### config.mk
export PLATFORM = sky130hd
export DESIGN_NAME = sram_ws_ctrl
export DESIGN_NICKNAME = d
export VERILOG_FILES = /design/src/rtl/sram_ws_pkg.sv /design/src/rtl/sram_bank_decode.sv /design/src/rtl/sram_byte_merge.sv /design/src/rtl/sram_ws_ctrl.sv
export SDC_FILE = /design/constraint.sdc
export NUM_CORES = 1
export LEC_CHECK = 0
export CORE_UTILIZATION = 64
export DETAILED_ROUTE_END_ITERATION = 7
export DONT_BUFFER_PORTS = 1
export GPL_ROUTABILITY_DRIVEN = 0
export PLACE_DENSITY = 0.82
export SLEW_MARGIN = 20
export SYNTH_ARGS = -nofsm -noshare
export SYNTH_HDL_FRONTEND = slang
export SYNTH_HIERARCHICAL = 1
export SYNTH_SLANG_ARGS = --single-unit
### constraint.sdc
create_clock -name clk -period 5.3 [get_ports clk]
set_input_delay 1.06 -clock clk [delete_from_list [all_inputs] [get_ports clk]]
set_output_delay 1.06 -clock clk [all_outputs]
set_load 0.005 [all_outputs]
### src/rtl/sram_ws_pkg.sv
package sram_ws_pkg;
    localparam int BASE_SHIFT = 13;
    localparam int WORD_BYTES = 4;

    typedef enum logic [1:0] {
        ST_IDLE = 2'd0,
        ST_RD   = 2'd1,
        ST_WR   = 2'd2,
        ST_DONE = 2'd3
    } phase_e;
endpackage

### src/rtl/sram_bank_decode.sv
module sram_bank_decode import sram_ws_pkg::*; #(
    parameter int AW    = 26,
    parameter int NBANK = 4
) (
    input  logic [AW-1:0]    addr,
    input  logic [3:0]       bank_sz,
    output logic [NBANK-1:0] sel
);
    logic [AW-1:0] bank_idx;

    always_comb begin
        bank_idx = addr >> (BASE_SHIFT + int'(bank_sz));
    end

    for (genvar b = 0; b < NBANK; b++) begin : g_sel
        assign sel[b] = (bank_idx == AW'(b));
    end
endmodule

### src/rtl/sram_byte_merge.sv
module sram_byte_merge import sram_ws_pkg::*; (
    input  logic [8*WORD_BYTES-1:0] old_word,
    input  logic [8*WORD_BYTES-1:0] new_word,
    input  logic [WORD_BYTES-1:0]   be,
    output logic [8*WORD_BYTES-1:0] merged
);
    for (genvar i = 0; i < WORD_BYTES; i++) begin : g_lane
        assign merged[8*i +: 8] = be[i] ? new_word[8*i +: 8] : old_word[8*i +: 8];
    end
endmodule

### src/rtl/sram_ws_ctrl.sv
module sram_ws_ctrl import sram_ws_pkg::*; #(
    parameter int AW    = 26,
    parameter int NBANK = 4
) (
    input  logic             clk,
    input  logic             rst_n,
    input  logic [1:0]       cfg_rd_ws,
    input  logic [1:0]       cfg_wr_ws,
    input  logic [1:0]       cfg_width,
    input  logic             cfg_rmw_en,
    input  logic [3:0]       cfg_bank_sz,
    input  logic             cfg_sram_dis,
    input  logic             cfg_sdram_en,
    input  logic             req_valid,
    input  logic             req_write,
    input  logic [AW-1:0]    req_addr,
    input  logic [31:0]      req_wdata,
    input  logic [3:0]       req_be,
    output logic             rsp_ready,
    output logic [31:0]      rsp_rdata,
    output logic [NBANK-1:0] mem_cs,
    output logic [AW-1:0]    mem_addr,
    output logic             mem_oe,
    output logic             mem_we,
    output logic [31:0]      mem_wdata,
    input  logic [31:0]      mem_rdata
);
    localparam int DW = 8 * WORD_BYTES;

    typedef struct packed {
        phase_e          st;
        logic [1:0]      cnt;
        logic [1:0]      idx;
        logic            narrow;
        logic            rmw;
        logic            write;
        logic [AW-1:0]   addr;
        logic [DW-1:0]   wdata;
        logic [3:0]      be;
        logic [NBANK-1:0] sel;
        logic [DW-1:0]   rdata;
    } ctl_t;

    ctl_t ctl_d, ctl_q;

    logic             blocked;
    logic [NBANK-1:0] sel_dec;
    logic [DW-1:0]    merged;
    logic [2:0]       first_en;
    logic [2:0]       after_en;

    function automatic logic [2:0] next_en(input logic [3:0] be, input int from);
        logic [2:0] r;
        r = 3'b000;
        for (int i = 3; i >= 0; i--) begin
            if (i >= from && be[i]) r = {1'b1, 2'(i)};
        end
        return r;
    endfunction

    sram_bank_decode #(.AW(AW), .NBANK(NBANK)) dec_i (
        .addr    (req_addr),
        .bank_sz (cfg_bank_sz),
        .sel     (sel_dec)
    );

    sram_byte_merge merge_i (
        .old_word (mem_rdata),
        .new_word (ctl_q.wdata),
        .be       (ctl_q.be),
        .merged   (merged)
    );

    assign blocked  = cfg_sram_dis & cfg_sdram_en;
    assign first_en = next_en(req_be, 0);
    assign after_en = next_en(ctl_q.be, int'(ctl_q.idx) + 1);

    always_comb begin
        ctl_d = ctl_q;
        unique case (ctl_q.st)
            ST_IDLE: begin
                if (req_valid) begin
                    ctl_d.addr   = req_addr;
                    ctl_d.wdata  = req_wdata;
                    ctl_d.be     = req_be;
                    ctl_d.write  = req_write;
                    ctl_d.rdata  = '0;
                    ctl_d.sel    = sel_dec;
                    ctl_d.narrow = ~cfg_width[1];
                    ctl_d.rmw    = 1'b0;
                    ctl_d.idx    = 2'd0;
                    if (blocked) begin
                        ctl_d.st = ST_DONE;
                    end else if (!req_write) begin
                        ctl_d.st  = ST_RD;
                        ctl_d.cnt = cfg_rd_ws;
                    end else if (!cfg_width[1]) begin
                        if (first_en[2]) begin
                            ctl_d.st  = ST_WR;
                            ctl_d.idx = first_en[1:0];
                            ctl_d.cnt = cfg_wr_ws;
                        end else begin
                            ctl_d.st = ST_DONE;
                        end
                    end else if (req_be != 4'hF && cfg_rmw_en) begin
                        ctl_d.st  = ST_RD;
                        ctl_d.rmw = 1'b1;
                        ctl_d.cnt = cfg_rd_ws;
                    end else begin
                        ctl_d.st  = ST_WR;
                        ctl_d.cnt = cfg_wr_ws;
                    end
                end
            end
            ST_RD: begin
                if (ctl_q.cnt != 2'd0) begin
                    ctl_d.cnt = ctl_q.cnt - 2'd1;
                end else if (ctl_q.narrow) begin
                    ctl_d.rdata[{ctl_q.idx, 3'b000} +: 8] = mem_rdata[7:0];
                    if (ctl_q.idx == 2'd3) begin
                        ctl_d.st = ST_DONE;
                    end else begin
                        ctl_d.idx = ctl_q.idx + 2'd1;
                        ctl_d.cnt = cfg_rd_ws;
                    end
                end else if (ctl_q.rmw) begin
                    ctl_d.wdata = merged;
                    ctl_d.rmw   = 1'b0;
                    ctl_d.st    = ST_WR;
                    ctl_d.cnt   = cfg_wr_ws;
                end else begin
                    ctl_d.rdata = mem_rdata;
                    ctl_d.st    = ST_DONE;
                end
            end
            ST_WR: begin
                if (ctl_q.cnt != 2'd0) begin
                    ctl_d.cnt = ctl_q.cnt - 2'd1;
                end else if (ctl_q.narrow && after_en[2]) begin
                    ctl_d.idx = after_en[1:0];
                    ctl_d.cnt = cfg_wr_ws;
                end else begin
                    ctl_d.st = ST_DONE;
                end
            end
            default: begin
                ctl_d.st = ST_IDLE;
            end
        endcase
    end

    always_ff @(posedge clk or negedge rst_n) begin
        if (!rst_n) ctl_q <= '0;
        else        ctl_q <= ctl_d;
    end

    logic in_phase;
    assign in_phase  = (ctl_q.st == ST_RD) || (ctl_q.st == ST_WR);
    assign mem_cs    = in_phase ? ctl_q.sel : '0;
    assign mem_oe    = (ctl_q.st == ST_RD);
    assign mem_we    = (ctl_q.st == ST_WR);
    assign mem_addr  = ctl_q.narrow ? {ctl_q.addr[AW-1:2], ctl_q.idx}
                                    : {ctl_q.addr[AW-1:2], 2'b00};
    assign mem_wdata = ctl_q.narrow ? {24'h0, ctl_q.wdata[{ctl_q.idx, 3'b000} +: 8]}
                                    : ctl_q.wdata;
    assign rsp_ready = (ctl_q.st == ST_DONE);
    assign rsp_rdata = ctl_q.rdata;

    // completion is a single-cycle pulse
    a_r9_ready_pulse: assert property (@(posedge clk) disable iff (!rst_n)
        rsp_ready |=> !rsp_ready);

    // never more than one bank selected
    a_r7_cs_onehot: assert property (@(posedge clk) disable iff (!rst_n)
        $onehot0(mem_cs));

    // a read phase with wait states left keeps enable and address
    a_r1_rd_hold: assert property (@(posedge clk) disable iff (!rst_n)
        (mem_oe && ctl_q.cnt != 2'd0) |=> (mem_oe && $stable(mem_addr)));

    // a write phase with wait states left keeps enable, address and data
    a_r2_wr_hold: assert property (@(posedge clk) disable iff (!rst_n)
        (mem_we && ctl_q.cnt != 2'd0) |=> (mem_we && $stable(mem_addr) && $stable(mem_wdata)));

    // the read of a merge sequence is followed by the write
    a_r5_rmw_then_write: assert property (@(posedge clk) disable iff (!rst_n)
        (mem_oe && ctl_q.rmw && ctl_q.cnt == 2'd0) |=> mem_we);

    // a blocked request completes at once without touching memory
    a_r8_blocked: assert property (@(posedge clk) disable iff (!rst_n)
        (ctl_q.st == ST_IDLE && req_valid && blocked) |=> (rsp_ready && mem_cs == '0));
endmodule

# Word level (Yosys, flattened, before mapping)
# Index checks and enable logic that the tools add are counted.
[totals]
regBits = 107
inputBits = 111
out_inout_bits = 97
word_cells = 136
[classes]
add_sub_neg = 5
magnitude_cmp = 4
eq_ne = 28
n_shift = 4
muxes = 57
bitwise = 2
reduce_logical = 22
[ops]
columns = ["operator", "n"]
rows = [
  ["$mux 32", 7],
  ["$pmux 32 s2", 2],
  ["$mux 107", 1],
  ["$eq 26x2->1 const B", 2],
  ["$mux 4", 9],
  ["$bwmux 32", 1],
  ["$mux 8", 4],
  ["$shift 8x7->32 const A", 1],
  ["$shiftx 32x6->8", 1],
  ["$shiftx 8x7->32", 1],
  ["$shr 26x32->26", 1],
  ["$mux 2", 14],
  ["$eq 26x1->1 const B", 1],
  ["$logic_not 26->1", 1],
  ["$mux 3", 8],
  ["$reduce_and 6->1", 4],
  ["$ne 2x2->1 const B", 11],
  ["$reduce_and 7->1", 2],
  ["$ne 4x4->1 const B", 3],
  ["$pmux 4 s3", 1],
  ["$mux 1", 8],
  ["$reduce_and 4->1", 2],
  ["$neg 5->7", 1],
  ["$eq 2x2->1 const B", 3],
  ["22 further kinds", 33],
]

# Logic depth before layout (Yosys ltp)
# Gate-level depths: netlist of the first run.
[depth]
word_depth = 11
mapped_depth = 9
mapped_depth_nobuf = 7

# Modules after synthesis
# Netlist of the first run, hierarchy kept.
[by_module_without_submodules]
columns = ["mod", "n_inst", "cells_each", "area_per_inst_um2", "seq_area_each_um2"]
rows = [
  ["sram_ws_ctrl", 1, 591, 6118.4, 2602.5],
  ["sram_bank_decode", 1, 63, 570.5, 0.0],
  ["sram_byte_merge", 1, 36, 525.5, 0.0],
]

# Worst setup path before layout of the first run
# OpenSTA, ideal clock, no wires.
[synth_timing]
path_kind = "input port to flip-flop"
from = "input cfg_bank_sz[0]"
to = "register ctl_q[33] in the netlist's numbering"
setup_time_ps = 125
arrival_time_ps = 2481
required_time_ps = 5175
path_slack_ps = 2695
cell_stages = 6
n_path_buf = 2
path_cell_list = "buf_4 buf_6 or3b_1 a311oi_2 nor4_1 mux2_2"
[synth_between]
elab_chain_len = 3
[synth_lines]
columns = ["element", "line", "text"]
rows = [
  ["start: declaration", "sram_ws_ctrl.sv:11", "input logic [3:0] cfg_bank_sz,"],
  ["$add 4x4->5", "sram_bank_decode.sv:12", "bank_idx = addr >> (BASE_SHIFT + int'(bank_sz));"],
  ["$shr 26x32->26", "sram_bank_decode.sv:12", ""],
  ["$eq 26x1->1", "sram_bank_decode.sv:16", "assign sel[b] = (bank_idx == AW'(b));"],
  ["named net sel_dec[1]", "sram_ws_ctrl.sv:47", "logic [NBANK-1:0] sel_dec;"],
  ["end signal: assignment", "sram_ws_ctrl.sv:154", "else ctl_q <= ctl_d;"],
  ["end: declaration", "sram_ws_ctrl.sv:44", "ctl_t ctl_d, ctl_q;"],
]
# The timed path passes the listed nets, and every way through them passes these cells.
# A chain may end at the register's enable or synchronous reset.

# Worst setup path in the final report of the first run
[layout_timing]
from = "register ctl_q[101] in the netlist's numbering"
to = "output mem_wdata[1]"
[layout_between]
elab_chain_len = 2
[layout_lines]
columns = ["element", "line", "text"]
rows = [
  ["$shiftx 32x6->8", "sram_ws_ctrl.sv:164", "assign mem_wdata = ctl_q.narrow ? {24'h0, ctl_q.wdata[{ctl_q.idx, 3'b000} +: 8]}"],
  ["$mux 32", "sram_ws_ctrl.sv:164", ""],
  ["end: declaration", "sram_ws_ctrl.sv:25", "output logic [31:0] mem_wdata,"],
]
# Every way passes these cells.

==> results of run 1 <==
## logic make-up after synthesis
| group | Yosys count | share of synthesized area (%) |
|---|---|---|
| AND/OR/NAND/NOR | 160 | 12.1 |
| flip-flops | 104 | 36.1 |
| multiplexers | 118 | 21.2 |
| adder cells (fa/ha/maj) | 11 | 1.91 |
| buffers and inverters | 122 | 10.5 |
| AO/OA/AOI/OAI | 175 | 18.2 |
## cell type report
type                    instances  area, um2  area share (%)
clock inverters                 3       20.0           0.289
diodes                          1       2.50          0.0361
repair buffers                  6       45.0           0.649
multi-input cells             464       3870            55.8
clock buffers                  11        141            2.04
flip-flops and latches        104       2600            37.5
well taps                     140        175            2.53
inverters                      22       82.6            1.19
## how the worst min path moves through the flow
stage	cells after the start	startpoint	slack, ns	endpoint
after floorplan	1	rsp_rdata[24]	0.46	rsp_rdata[24]
after global placement	1	ctl_q[34]	0.48	ctl_q[34]
after detailed placement	1	ctl_q[35]	0.49	ctl_q[35]
after CTS	0	rst_n	0.35	ctl_q[74]
after global routing	0	rst_n	0.34	ctl_q[81]
final	0	rst_n	0.37	ctl_q[81]
## per-layer routing
| layer | track usage (%) | wire length [um] | part of all wire, % | vias to the layer above |
|---|---|---|---|---|
| li1 | - | - | - | 2277 |
| met1 | 38.7 | 7110 | 39 | 2599 |
| met2 | 48.5 | 8620 | 48 | 300 |
| met3 | 11.0 | 1950 | 11 | 43 |
| met4 | 11.7 | 425 | 2.3 | 0 |
| met5 | 0 | 0 | 0 | - |
## flip-flops by register name (all words and copies together), names as in the netlist
name and cells:
rsp_rdata 32, ctl_q 72
## placed cells by master, fill, tap and decap left out, types with 10 or more instances in the layout
cell type,netlist,layout
sky130_fd_sc_hd__a22o_1,24,24
sky130_fd_sc_hd__inv_1,17,17
sky130_fd_sc_hd__ha_1,11,10
sky130_fd_sc_hd__clkbuf_8,0,10
sky130_fd_sc_hd__a21oi_1,50,50
sky130_fd_sc_hd__nand2_1,32,32
sky130_fd_sc_hd__mux2i_1,11,11
sky130_fd_sc_hd__nor2_1,50,50
sky130_fd_sc_hd__o21ai_0,11,11
sky130_fd_sc_hd__mux2_2,60,60
sky130_fd_sc_hd__nor2b_1,30,29
sky130_fd_sc_hd__dfrtp_1,104,104
sky130_fd_sc_hd__nand3_1,13,13
sky130_fd_sc_hd__a22oi_1,33,33
sky130_fd_sc_hd__mux2_4,41,41
## synth_stat cells (all sizes together) (2+ instances only)
cell type	instances	share of area (%)
nand2b	3	0.26
mux2	102	18
and4	3	0.36
o21ai	19	1.7
a21oi	56	4.6
o21bai	2	0.21
buf	80	8.3
ha	11	1.9
a221o	8	1.1
nor2	52	2.8
a31oi	2	0.17
nor2b	30	2.6
a21o	2	0.31
nor3	4	0.28
a211oi	2	0.28
o2111ai	2	0.24
clkbuf	20	1.1
nand3	13	0.90
nor4	3	0.55
and2	5	0.47
nand4b	2	0.24
a32o	2	0.28
nand2	32	1.7
o22ai	2	0.17
a221oi	2	0.24
mux2i	11	1.5
inv	21	1.1
dfrtp	104	36
o211ai	3	0.31
a311oi	3	0.45
o21a	2	0.21
a22oi	33	3.4
a21boi	3	0.31
nor4b	4	0.87
a22o	24	2.9
a32oi	2	0.35
mux4	5	1.7
## stage by stage
| step | utilization [%] | hold WS, ns | area, um2 | setup WS (ns) | power [uW] |
|---|---|---|---|---|---|
| 2_1_floorplan | - | 0.459 | 7210 | 2.69 | 3590 |
| 3_3_place_gp | 62.2 | 0.484 | 6770 | 2.23 | 3670 |
| 3_5_place_dp | 62.2 | 0.488 | 6770 | 2.20 | 3780 |
| 4_1_cts | 63.7 | 0.354 | 6930 | 1.78 | 4230 |
| 5_1_grt | 63.7 | 0.343 | 6930 | 1.49 | 4520 |
| 6_report | 63.7 | 0.369 | 6940 | 1.79 | 4250 |
## power groups by stage
stage | sequential [uW] | combinational, uW | clock [uW]
CTS | 1600 | 2170 | 459
floorplan | 1370 | 2220 | 0
global placement | 1590 | 2080 | 0
detailed placement | 1610 | 2170 | 0
finish | 1610 | 2190 | 451
global route | 1660 | 2370 | 492
==> metrics.log, run 1 <==
INFO  metric worst_flop_to_flop_path_endpoint = ctl_q[105]
INFO  metric static-leakage-power = 0.00295 uW
INFO  metric timing_max_transition_violations_final = 0
INFO  metric grt_setup_unrepaired = false
INFO  metric syn_nets = 812
INFO  metric max_slew.worst_pin.slew = 0.701 ns
INFO  metric fin_worst_skew = 0.0119 ns
INFO  metric criticalPathCategory = flop to primary output
INFO  metric final_period_minus_worst_setup_slack = 3.51 ns
INFO  metric yosysSeqAreaShare = 36.1%
INFO  metric cp-endpoint = mem_wdata[1]
INFO  metric sequentialPowerShare = 37.8%
INFO  metric path_max_fanout = 19
INFO  metric dr.pass1.iters = 5
INFO  metric critPathRequiredTime = 4.24 ns
INFO  metric synth.avg_cell_area = 10.5 um2
INFO  metric rr_worst_depth = 7
INFO  metric critical-path-slowest-cell = sky130_fd_sc_hd__dfrtp_1
INFO  metric route.detailed.vias_per_inst = 6.95
INFO  metric synth_enable_flop_cells = 0
INFO  metric antenna_found_initial = 0
INFO  metric layout-drive-gt1-share = 25.7%
INFO  metric yosys_warnings = 6
INFO  metric cts.reportedPaths.clkPinSlew = 0.09 ns
INFO  metric area_growth_from_synthesis_to_layout = -3.85%
INFO  metric grt_pass1_wl = 27,300 um
INFO  metric post-route-period-util = 66.3%
INFO  metric fin_cells = 751
INFO  metric first_global_vias = 5,171
INFO  metric globalRoute.totalOverflow = 0
INFO  metric worst_setup_path_start_kind = flop
INFO  metric insertion_delay = 0.38 ns
INFO  metric max-vdd-ir-drop = 0.000266 V
INFO  metric synthDistinctLibCells = 76
INFO  metric post-route-drc-count = 0
INFO  metric timing_hold_violations_final = 0
INFO  metric worst_path_largest_cell_delay = 0.76 ns
INFO  metric cts_setup_buffers = 0
INFO  metric cts.root.buffer_cell = sky130_fd_sc_hd__clkbuf_8
INFO  metric timing.hold.worst.class = primary input to asynchronous set/reset pin
INFO  metric slew_headroom = 53.2%
INFO  metric internal-power = 2420 uW
INFO  metric floorplan.io_pins = 208
INFO  metric power.share.combinational = 51.6%
INFO  metric post-dp-hpwl = 12,800 um
INFO  metric crit_path_end_kind = primary output
INFO  metric initial_core_util = 66.3%
INFO  metric die_h = 108 um
INFO  metric dp.cells = 736
INFO  metric async_reset_ff_share = 100%
INFO  metric finish.net_count = 729
INFO  metric power.net_switching = 1830 uW
INFO  metric avgRoutedWirePerCell = 24.1 um
INFO  metric ys.flop_type = sky130_fd_sc_hd__dfrtp_1
INFO  metric cts_tree = built
INFO  metric critical_path_cell_count = 5
INFO  metric std_cell_rows = 38
INFO  metric setup_tns = 0 ns
INFO  metric worstPathArrival = 2.45 ns
INFO  metric postSynthRegisterBits = 104
INFO  metric post_synth_inst_count = 690
INFO  metric coreArea = 10,900 um2
INFO  metric outcome = complete, no violations
INFO  metric kind_of_cell_adding_the_most_delay_to_the_critical_path = flip-flops
INFO  metric die-area = 11,700 um2
INFO  metric global_route.usage.total = 30.8%
INFO  metric cts_buffers = 9
INFO  metric maximum_number_of_pins_on_one_net_before_global_route_repair = 105
INFO  metric regToRegStartpoint = ctl_q[101]
INFO  metric syn_area = 7210 um2
INFO  metric cp_cell_instances = inv_1, nor2_2, nand2_1, a21oi_1, a221o_1
INFO  metric pwr-share-clk = 10.6%
INFO  metric max_clock_freq = 285 MHz
INFO  metric filler_cells = 876
INFO  metric htree_levels = 3
INFO  metric via_count = 5,219
INFO  metric cp_startpoint = ctl_q[101]
INFO  metric ctsLongestPathBuffers = 2
INFO  metric p_sw_share = 43.1%
INFO  metric power.density_cell_area = 612 nW/um2
INFO  metric die_w = 108 um
INFO  metric cts.sinks = 104
INFO  metric initial_drt_markers = 345
INFO  metric drv.max_cap_violation_count = 0
INFO  metric cp.buffers_inverters = 1
INFO  metric final-setup-viol-count = 0
INFO  metric portBuffers = 0
INFO  metric antenna_left = 0
INFO  metric ff2ff_setup_slack = 2.30 ns
INFO  metric cts-hold-fix-buffers = 0
INFO  metric postCtsResizedCells = 0
INFO  metric drt-total-wl = 18,100 um
(Power assumes the default switching activity.)
==> run 2: changes to the inputs <==
==> constraint.sdc (replaced) <==
create_clock -name clk -period 3.6 [get_ports clk]
set_input_delay 0.72 -clock clk [delete_from_list [all_inputs] [get_ports clk]]
set_output_delay 0.72 -clock clk [all_outputs]
set_load 0.005 [all_outputs]
==> run 2 against run 1 <==
Compared with the run above: worst setup slack lost 1.0 ns; clock skew is 0.0039 ns lower; combinational power rose by 49%; sequential share of layout area down 0.16 points; wire length down 0.61%; critical path type unchanged.
==> metrics.log, run 2 (synthesis gave the netlist of run 1 again) <==
INFO  metric outcome = complete, no violations
INFO  metric htree_levels = 3 (unchanged)
INFO  metric timing.hold.worst.class = primary input to asynchronous set/reset pin
INFO  metric cts_tree = built
INFO  metric layout-drive-gt1-share = 25.9% (+0.12 points)
INFO  metric post-dp-hpwl = 12,900 um (+0.25%)
INFO  metric slew_headroom = 53.0% (-0.20 points)
INFO  metric avgRoutedWirePerCell = 24.0 um (-0.61%)
INFO  metric antenna_found_initial = 0 (unchanged)
INFO  metric filler_cells = 886 (+1.1%)
INFO  metric largest_register_ff_count = 72 (unchanged)
INFO  metric timing_max_transition_violations_final = 0 (unchanged)
INFO  metric power.density_cell_area = 909 nW/um2 (+48%)
INFO  metric portBuffers = 0 (unchanged)
INFO  metric cts.sinks = 104 (unchanged)
INFO  metric largest-register = ctl_q
INFO  metric cts.reportedPaths.clkPinSlew = 0.10 ns (about the same)
INFO  metric worstPathArrival = 2.11 ns (-0.34 ns)
INFO  metric critical-path-slowest-cell = sky130_fd_sc_hd__nor2_2
INFO  metric post-route-drc-count = 0 (unchanged)
INFO  metric dp_slack = 0.975 ns (-1.23 ns)
INFO  metric most_common_cell_after_layout_fill_and_taps_aside = sky130_fd_sc_hd__dfrtp_1
INFO  metric path_max_fanout = 19 (unchanged)
INFO  metric critPathRequiredTime = 2.88 ns (-1.36 ns)
INFO  metric globalRoute.totalOverflow = 0 (unchanged)
INFO  metric setup_ws = 0.774 ns (-1.01 ns)
INFO  metric max-vdd-ir-drop = 0.000416 V (+56%)
INFO  metric static-leakage-power = 0.00298 uW (+0.79%)
INFO  metric postCtsResizedCells = 0 (unchanged)
INFO  metric cp_cell_instances = buf_4, inv_1, nor2_2, nand2_1, a21oi_1, a221o_1
INFO  metric fin_worst_skew = 0.00801 ns (-0.00392 ns)
INFO  metric cts-hold-fix-buffers = 0 (unchanged)
INFO  metric worst_path_largest_cell_delay = 0.42 ns (-0.34 ns)
INFO  metric max_clock_freq = 354 MHz
INFO  metric antenna_left = 0 (unchanged)
INFO  metric criticalPathCategory = flop to primary output
INFO  metric grt_setup_unrepaired = false
INFO  metric drt-total-wl = 18,000 um (-0.61%)
INFO  metric global_route.usage.total = 31.0% (+0.23 points)
INFO  metric cts_buffers = 9 (unchanged)
INFO  metric mostFrequentLayoutCells = 104 x sky130_fd_sc_hd__dfrtp_1, 60 x sky130_fd_sc_hd__mux2_2, 50 x sky130_fd_sc_hd__a21oi_1, 50 x sky130_fd_sc_hd__nor2_1, 41 x sky130_fd_sc_hd__mux2_4
INFO  metric finish.net_count = 730 (+0.14%)
INFO  metric route.detailed.vias_per_inst = 6.89 (-0.84%)
INFO  metric crit_path_end_kind = primary output
INFO  metric coreArea = 10,900 um2 (unchanged)
INFO  metric report.power.total = 6330 uW (+49%)
INFO  metric antenna_cells = 0 (-1)
INFO  metric dr.pass1.iters = 5 (unchanged)
INFO  metric setup_tns = 0 ns (unchanged)
INFO  metric max_slew.worst_pin.slew = 0.704 ns (+0.00297 ns)
INFO  metric final_period_minus_worst_setup_slack = 2.83 ns
INFO  metric kind_of_cell_adding_the_most_delay_to_the_critical_path = simple AND/OR/NAND/NOR gates
INFO  metric cts_setup_buffers = 0 (unchanged)
INFO  metric cp.buffers_inverters = 2 (+1)
INFO  metric initial_core_util = 66.3% (unchanged)
INFO  metric final-setup-viol-count = 0 (unchanged)
INFO  metric die_h = 108 um (unchanged)
INFO  metric maximum_number_of_pins_on_one_net_before_global_route_repair = 105 (unchanged)
INFO  metric die-area = 11,700 um2 (unchanged)
INFO  metric worst_setup_path_start_kind = flop
INFO  metric insertion_delay = 0.37 ns (about the same)
INFO  metric grt_pass1_wl = 27,400 um (+0.48%)
INFO  metric initial_drt_markers = 349 (+1.2%)
INFO  metric area_growth_from_synthesis_to_layout = -3.45%
INFO  metric die_w = 108 um (unchanged)
INFO  metric first_global_vias = 5,189 (+0.35%)
INFO  metric drv.max_cap_violation_count = 0 (unchanged)
INFO  metric post-route-period-util = 78.5%
INFO  metric std_cell_rows = 38 (unchanged)
INFO  metric floorplan.io_pins = 208 (unchanged)
INFO  metric via_count = 5,175 (-0.84%)
INFO  metric finish.utilization = 64.0% (+0.26 points)
INFO  metric cts.root.buffer_cell = sky130_fd_sc_hd__clkbuf_8
INFO  metric timing_hold_violations_final = 0 (unchanged)
INFO  metric ctsLongestPathBuffers = 2 (unchanged)
run 2: changes by cell type in the layout (fill, tap and decap cells not counted):
cell and change:
sky130_fd_sc_hd__diode_2 -1, sky130_fd_sc_hd__clkinv_4 +1, sky130_fd_sc_hd__buf_4 +1, sky130_fd_sc_hd__clkinvlp_4 -2, sky130_fd_sc_hd__bufinv_16 +1
run 2: power breakdown:
part           switching (uW)  total [uW]  internal, uW
logic                    1670        3260          1590
clock network             390         724           334
registers                 627        2340          1710
run 2: cell type report:
| type | count | area, um2 | area share (%) |
|---|---|---|---|
| clock inverter | 3 | 43.8 | 0.629 |
| clock buffer | 11 | 141 | 2.03 |
| sequential | 104 | 2600 | 37.4 |
| inverter | 22 | 82.6 | 1.19 |
| timing repair buffer | 7 | 52.6 | 0.754 |
| multi-input combinational | 464 | 3870 | 55.5 |
| tap | 140 | 175 | 2.51 |
run 2: through the flow:
| step | hold slack (ns) | instances | cell area [um2] |
|---|---|---|---|
| 2_1_floorplan | 0.424 | 690 | 7210 |
| 3_3_place_gp | 0.427 | 737 | 6780 |
| 3_5_place_dp | 0.426 | 737 | 6780 |
| 4_1_cts | 0.0117 | 751 | 6970 |
| 5_1_grt | 0.00738 | 751 | 6970 |
| 6_report | 0.0413 | 751 | 6970 |
run 2: path summary, 6_finish.rpt:
kind / start / to / slack (ns) / cells past startpoint
worst max-delay path: ctl_q[101] / mem_wdata[0] / 0.77 / 6
max in group asynchronous: rst_n / ctl_q[39] / 3.33 / 0
min in group clk: cfg_width[1] / ctl_q[100] / 0.48 / 1
worst max register to register: ctl_q[101] / ctl_q[105] / 0.97 / 8
worst min register to register: ctl_q[34] / ctl_q[34] / 0.52 / 1
worst min-delay path: rst_n / ctl_q[82] / 0.04 / 0
run 2: metal layers:
layer | global-route usage [%] | wire length, um | vias up
li1 | - | - | 2284
met1 | 38.4 | 7080 | 2568
met2 | 49.7 | 8680 | 285
met3 | 10.6 | 1800 | 38
met4 | 12.5 | 431 | 0
met5 | 0 | 0 | -
run 2: worst reg2reg max path, delay by kind of cell, from the launching register on:
family	cells	cell delay (ns)
AO/OA/AOI/OAI	3	0.66
adder cells (fa/ha/maj)	1	0.35
buffers and inverters	2	0.51
flip-flops	1	0.33
multiplexers	1	0.33
AND/OR/NAND/NOR	1	0.35
==> run 3: changes to the inputs <==
--- a/config.mk
+++ b/config.mk
@@ -5,11 +5,11 @@
 export SDC_FILE = /design/constraint.sdc
 export NUM_CORES = 1
 export LEC_CHECK = 0
-export CORE_UTILIZATION = 64
+export CORE_UTILIZATION = 59
 export DETAILED_ROUTE_END_ITERATION = 7
 export DONT_BUFFER_PORTS = 1
 export GPL_ROUTABILITY_DRIVEN = 0
-export PLACE_DENSITY = 0.82
+export PLACE_DENSITY = 0.8
 export SLEW_MARGIN = 20
 export SYNTH_ARGS = -nofsm -noshare
 export SYNTH_HDL_FRONTEND = slang
==> constraint.sdc (replaced) <==
create_clock -name clk -period 2.4 [get_ports clk]
set_input_delay 0.48 -clock clk [delete_from_list [all_inputs] [get_ports clk]]
set_output_delay 0.48 -clock clk [all_outputs]
set_load 0.005 [all_outputs]
==> run 3 against run 2 <==
Compared with the run above: the flow now finishes with violations (negative hold slack); largest power group unchanged; via count grew 2.1%; largest cell class unchanged; die area increased by 8.3%; worst setup slack got worse by 0.69 ns; wire length increased by 1.1%; clock skew is 0.0031 ns higher; sequential cell count unchanged; final cell count grew 2.8%; cell area is 4.0% higher; critical endpoint is now mem_wdata[3]; critical path type unchanged; global-route usage is 2.4 points lower; non-clock buffer count grew 12; sequential share of layout area down 1.4 points; highest routed layer unchanged; clock-buffer cell count fell by 2.
==> metrics.log, run 3 (synthesis gave the netlist of run 1 again) <==
INFO  metric die_w = 113 um (+4.1%)
INFO  metric std_cell_rows = 40 (+5.3%)
INFO  metric static-leakage-power = 0.00311 uW (+4.5%)
INFO  metric final_design_area_no_fill = 7250 um2 (+4.0%)
INFO  metric cts.root.buffer_cell = sky130_fd_sc_hd__clkbuf_16
INFO  metric via_count = 5,282 (+2.1%)
INFO  metric die-area = 12,700 um2 (+8.3%)
INFO  metric slew_headroom = 56.0% (+3.0 points)
INFO  metric ctsLongestPathBuffers = 2 (unchanged)
INFO  metric antenna_cells = 0 (unchanged)
INFO  metric die_h = 113 um (+4.1%)
INFO  metric antenna_left = 0 (unchanged)
INFO  metric avgRoutedWirePerCell = 23.6 um (-1.6%)
INFO  metric setup_tns = 0 ns (unchanged)
INFO  metric drv.max_cap_violation_count = 0 (unchanged)
INFO  metric timing.hold.worst.class = primary input to asynchronous set/reset pin
INFO  metric portBuffers = 0 (unchanged)
INFO  metric most_common_cell_after_layout_fill_and_taps_aside = sky130_fd_sc_hd__dfrtp_1
INFO  metric cts_tree = built
INFO  metric cts.sinks = 104 (unchanged)
INFO  metric largest_register_ff_count = 72 (unchanged)
INFO  metric floorplan.io_pins = 208 (unchanged)
INFO  metric grt_setup_unrepaired = false
INFO  metric violations = negative hold slack
INFO  metric report.power.total = 10,200 uW (+62%)
INFO  metric insertion_delay = 0.36 ns (about the same)
INFO  metric path_max_fanout = 9 (-10)
INFO  metric max_clock_freq = 431 MHz
INFO  metric final-setup-viol-count = 0 (unchanged)
INFO  metric globalRoute.totalOverflow = 0 (unchanged)
INFO  metric outcome = finished, violations left
INFO  metric area_growth_from_synthesis_to_layout = 0.434%
INFO  metric finish.net_count = 742 (+1.6%)
INFO  metric layout-drive-gt1-share = 27.8% (+2.0 points)
INFO  metric global_route.usage.total = 28.7% (-2.4 points)
INFO  metric timing_max_transition_violations_final = 0 (unchanged)
INFO  metric power.density_cell_area = 1410 nW/um2 (+55%)
INFO  metric cp_cell_instances = buf_4, nand2_1, clkinv_1, a221o_1
INFO  metric post-route-drc-count = 0 (unchanged)
INFO  metric criticalPathCategory = flop to primary output
INFO  metric worstPathArrival = 1.84 ns (-0.27 ns)
INFO  metric fin_worst_hold_slack = -0.189 ns (-0.231 ns)
INFO  metric critPathRequiredTime = 1.92 ns (-0.96 ns)
INFO  metric worst_setup_path_start_kind = flop
INFO  metric timing_hold_violations_final = 104 (+104)
INFO  metric cts.reportedPaths.clkPinSlew = 0.08 ns (-0.02 ns)
INFO  metric maximum_number_of_pins_on_one_net_before_global_route_repair = 105 (unchanged)
INFO  metric drt-total-wl = 18,200 um (+1.1%)
INFO  metric critical-path-slowest-cell = sky130_fd_sc_hd__dfrtp_1
INFO  metric cts_buffers = 9 (unchanged)
INFO  metric cp.buffers_inverters = 2 (unchanged)
INFO  metric antenna_found_initial = 0 (unchanged)
INFO  metric coreArea = 12,000 um2 (+9.9%)
INFO  metric post_dp_cell_area = 6910 um2 (+1.9%)
INFO  metric kind_of_cell_adding_the_most_delay_to_the_critical_path = flip-flops
INFO  metric post-dp-hpwl = 13,000 um (+1.1%)
INFO  metric final_period_minus_worst_setup_slack = 2.32 ns
INFO  metric worst_path_largest_cell_delay = 0.50 ns (+0.08 ns)
INFO  metric first_global_vias = 5,230 (+0.79%)
INFO  metric grt_pass1_wl = 28,000 um (+2.1%)
INFO  metric initial_core_util = 60.3% (-5.9 points)
INFO  metric max-vdd-ir-drop = 0.000575 V (+38%)
INFO  metric max_slew.worst_pin.slew = 0.658 ns (-0.0458 ns)
INFO  metric fin_worst_skew = 0.0111 ns (+0.00307 ns)
INFO  metric cts_setup_buffers = 0 (unchanged)
INFO  metric crit_path_end_kind = primary output
INFO  metric dp_slack = 0.139 ns (-0.836 ns)
INFO  metric mostFrequentLayoutCells = 104 x sky130_fd_sc_hd__dfrtp_1, 60 x sky130_fd_sc_hd__mux2_2, 50 x sky130_fd_sc_hd__a21oi_1, 50 x sky130_fd_sc_hd__nor2_1, 41 x sky130_fd_sc_hd__mux2_4
INFO  metric initial_drt_markers = 483 (+38%)
INFO  metric fin_cells = 772 (+2.8%)
INFO  metric route.detailed.vias_per_inst = 6.84 (-0.71%)
INFO  metric largest-register = ctl_q
INFO  metric dr.pass1.iters = 5 (unchanged)
INFO  metric setup_ws = 0.0795 ns (-0.694 ns)
INFO  metric post-route-period-util = 96.7%
INFO  metric dp.cells = 756 (+2.6%)
INFO  metric htree_levels = 3 (unchanged)
==> run 3: power by group <==
group          total, uW  switching [uW]  leakage [uW]  internal (uW)
clock network       1630             701      0.000159            929
logic               5280            2740       0.00166           2540
registers           3330             749       0.00129           2580
==> run 3: what timing repair did <==
action | in CTS | in global routing
gates resized for setup | 0 | 1
endpoints found under the setup margin | 0 | 8
hold endpoints to repair | 104 | 104
==> run 3: cell type report <==
class,count,area [um2]
clock buffer,9,225
clock inverter,7,104
fill,924,4720
inverter,22,82.6
multi-input combinational,464,3880
sequential,104,2600
tap,147,184
timing repair buffer,19,168
==> run 3: final timing paths <==
path	slack (ns)	endpoint	start	depth (start not counted)
setup / recovery	0.08	mem_wdata[3]	ctl_q[100]	4
hold / removal	-0.19	rsp_rdata[20]	rst_n	0
setup reg to reg	0.19	ctl_q[105]	ctl_q[101]	7
hold reg to reg	0.51	ctl_q[34]	ctl_q[34]	1
max in group asynchronous	2.39	rsp_rdata[13]	rst_n	0
min in group clk	0.24	ctl_q[100]	cfg_width[1]	1
==> run 3: routing by layer <==
metal  share of wire [%]  global-route usage [%]
met1                  40                    36.6
met2                  47                    44.6
met3                  10                    8.69
met4                 3.2                    13.7
met5                   0                       0
==> run 3: through the flow <==
| step | util, % | hold slack, ns |
|---|---|---|
| CTS | 60.5 | -0.196 |
| global placement | 57.7 | 0.187 |
| finish | 60.6 | -0.189 |
| floorplan | - | 0.184 |
| detailed placement | 57.7 | 0.187 |
| global route | 60.6 | -0.206 |
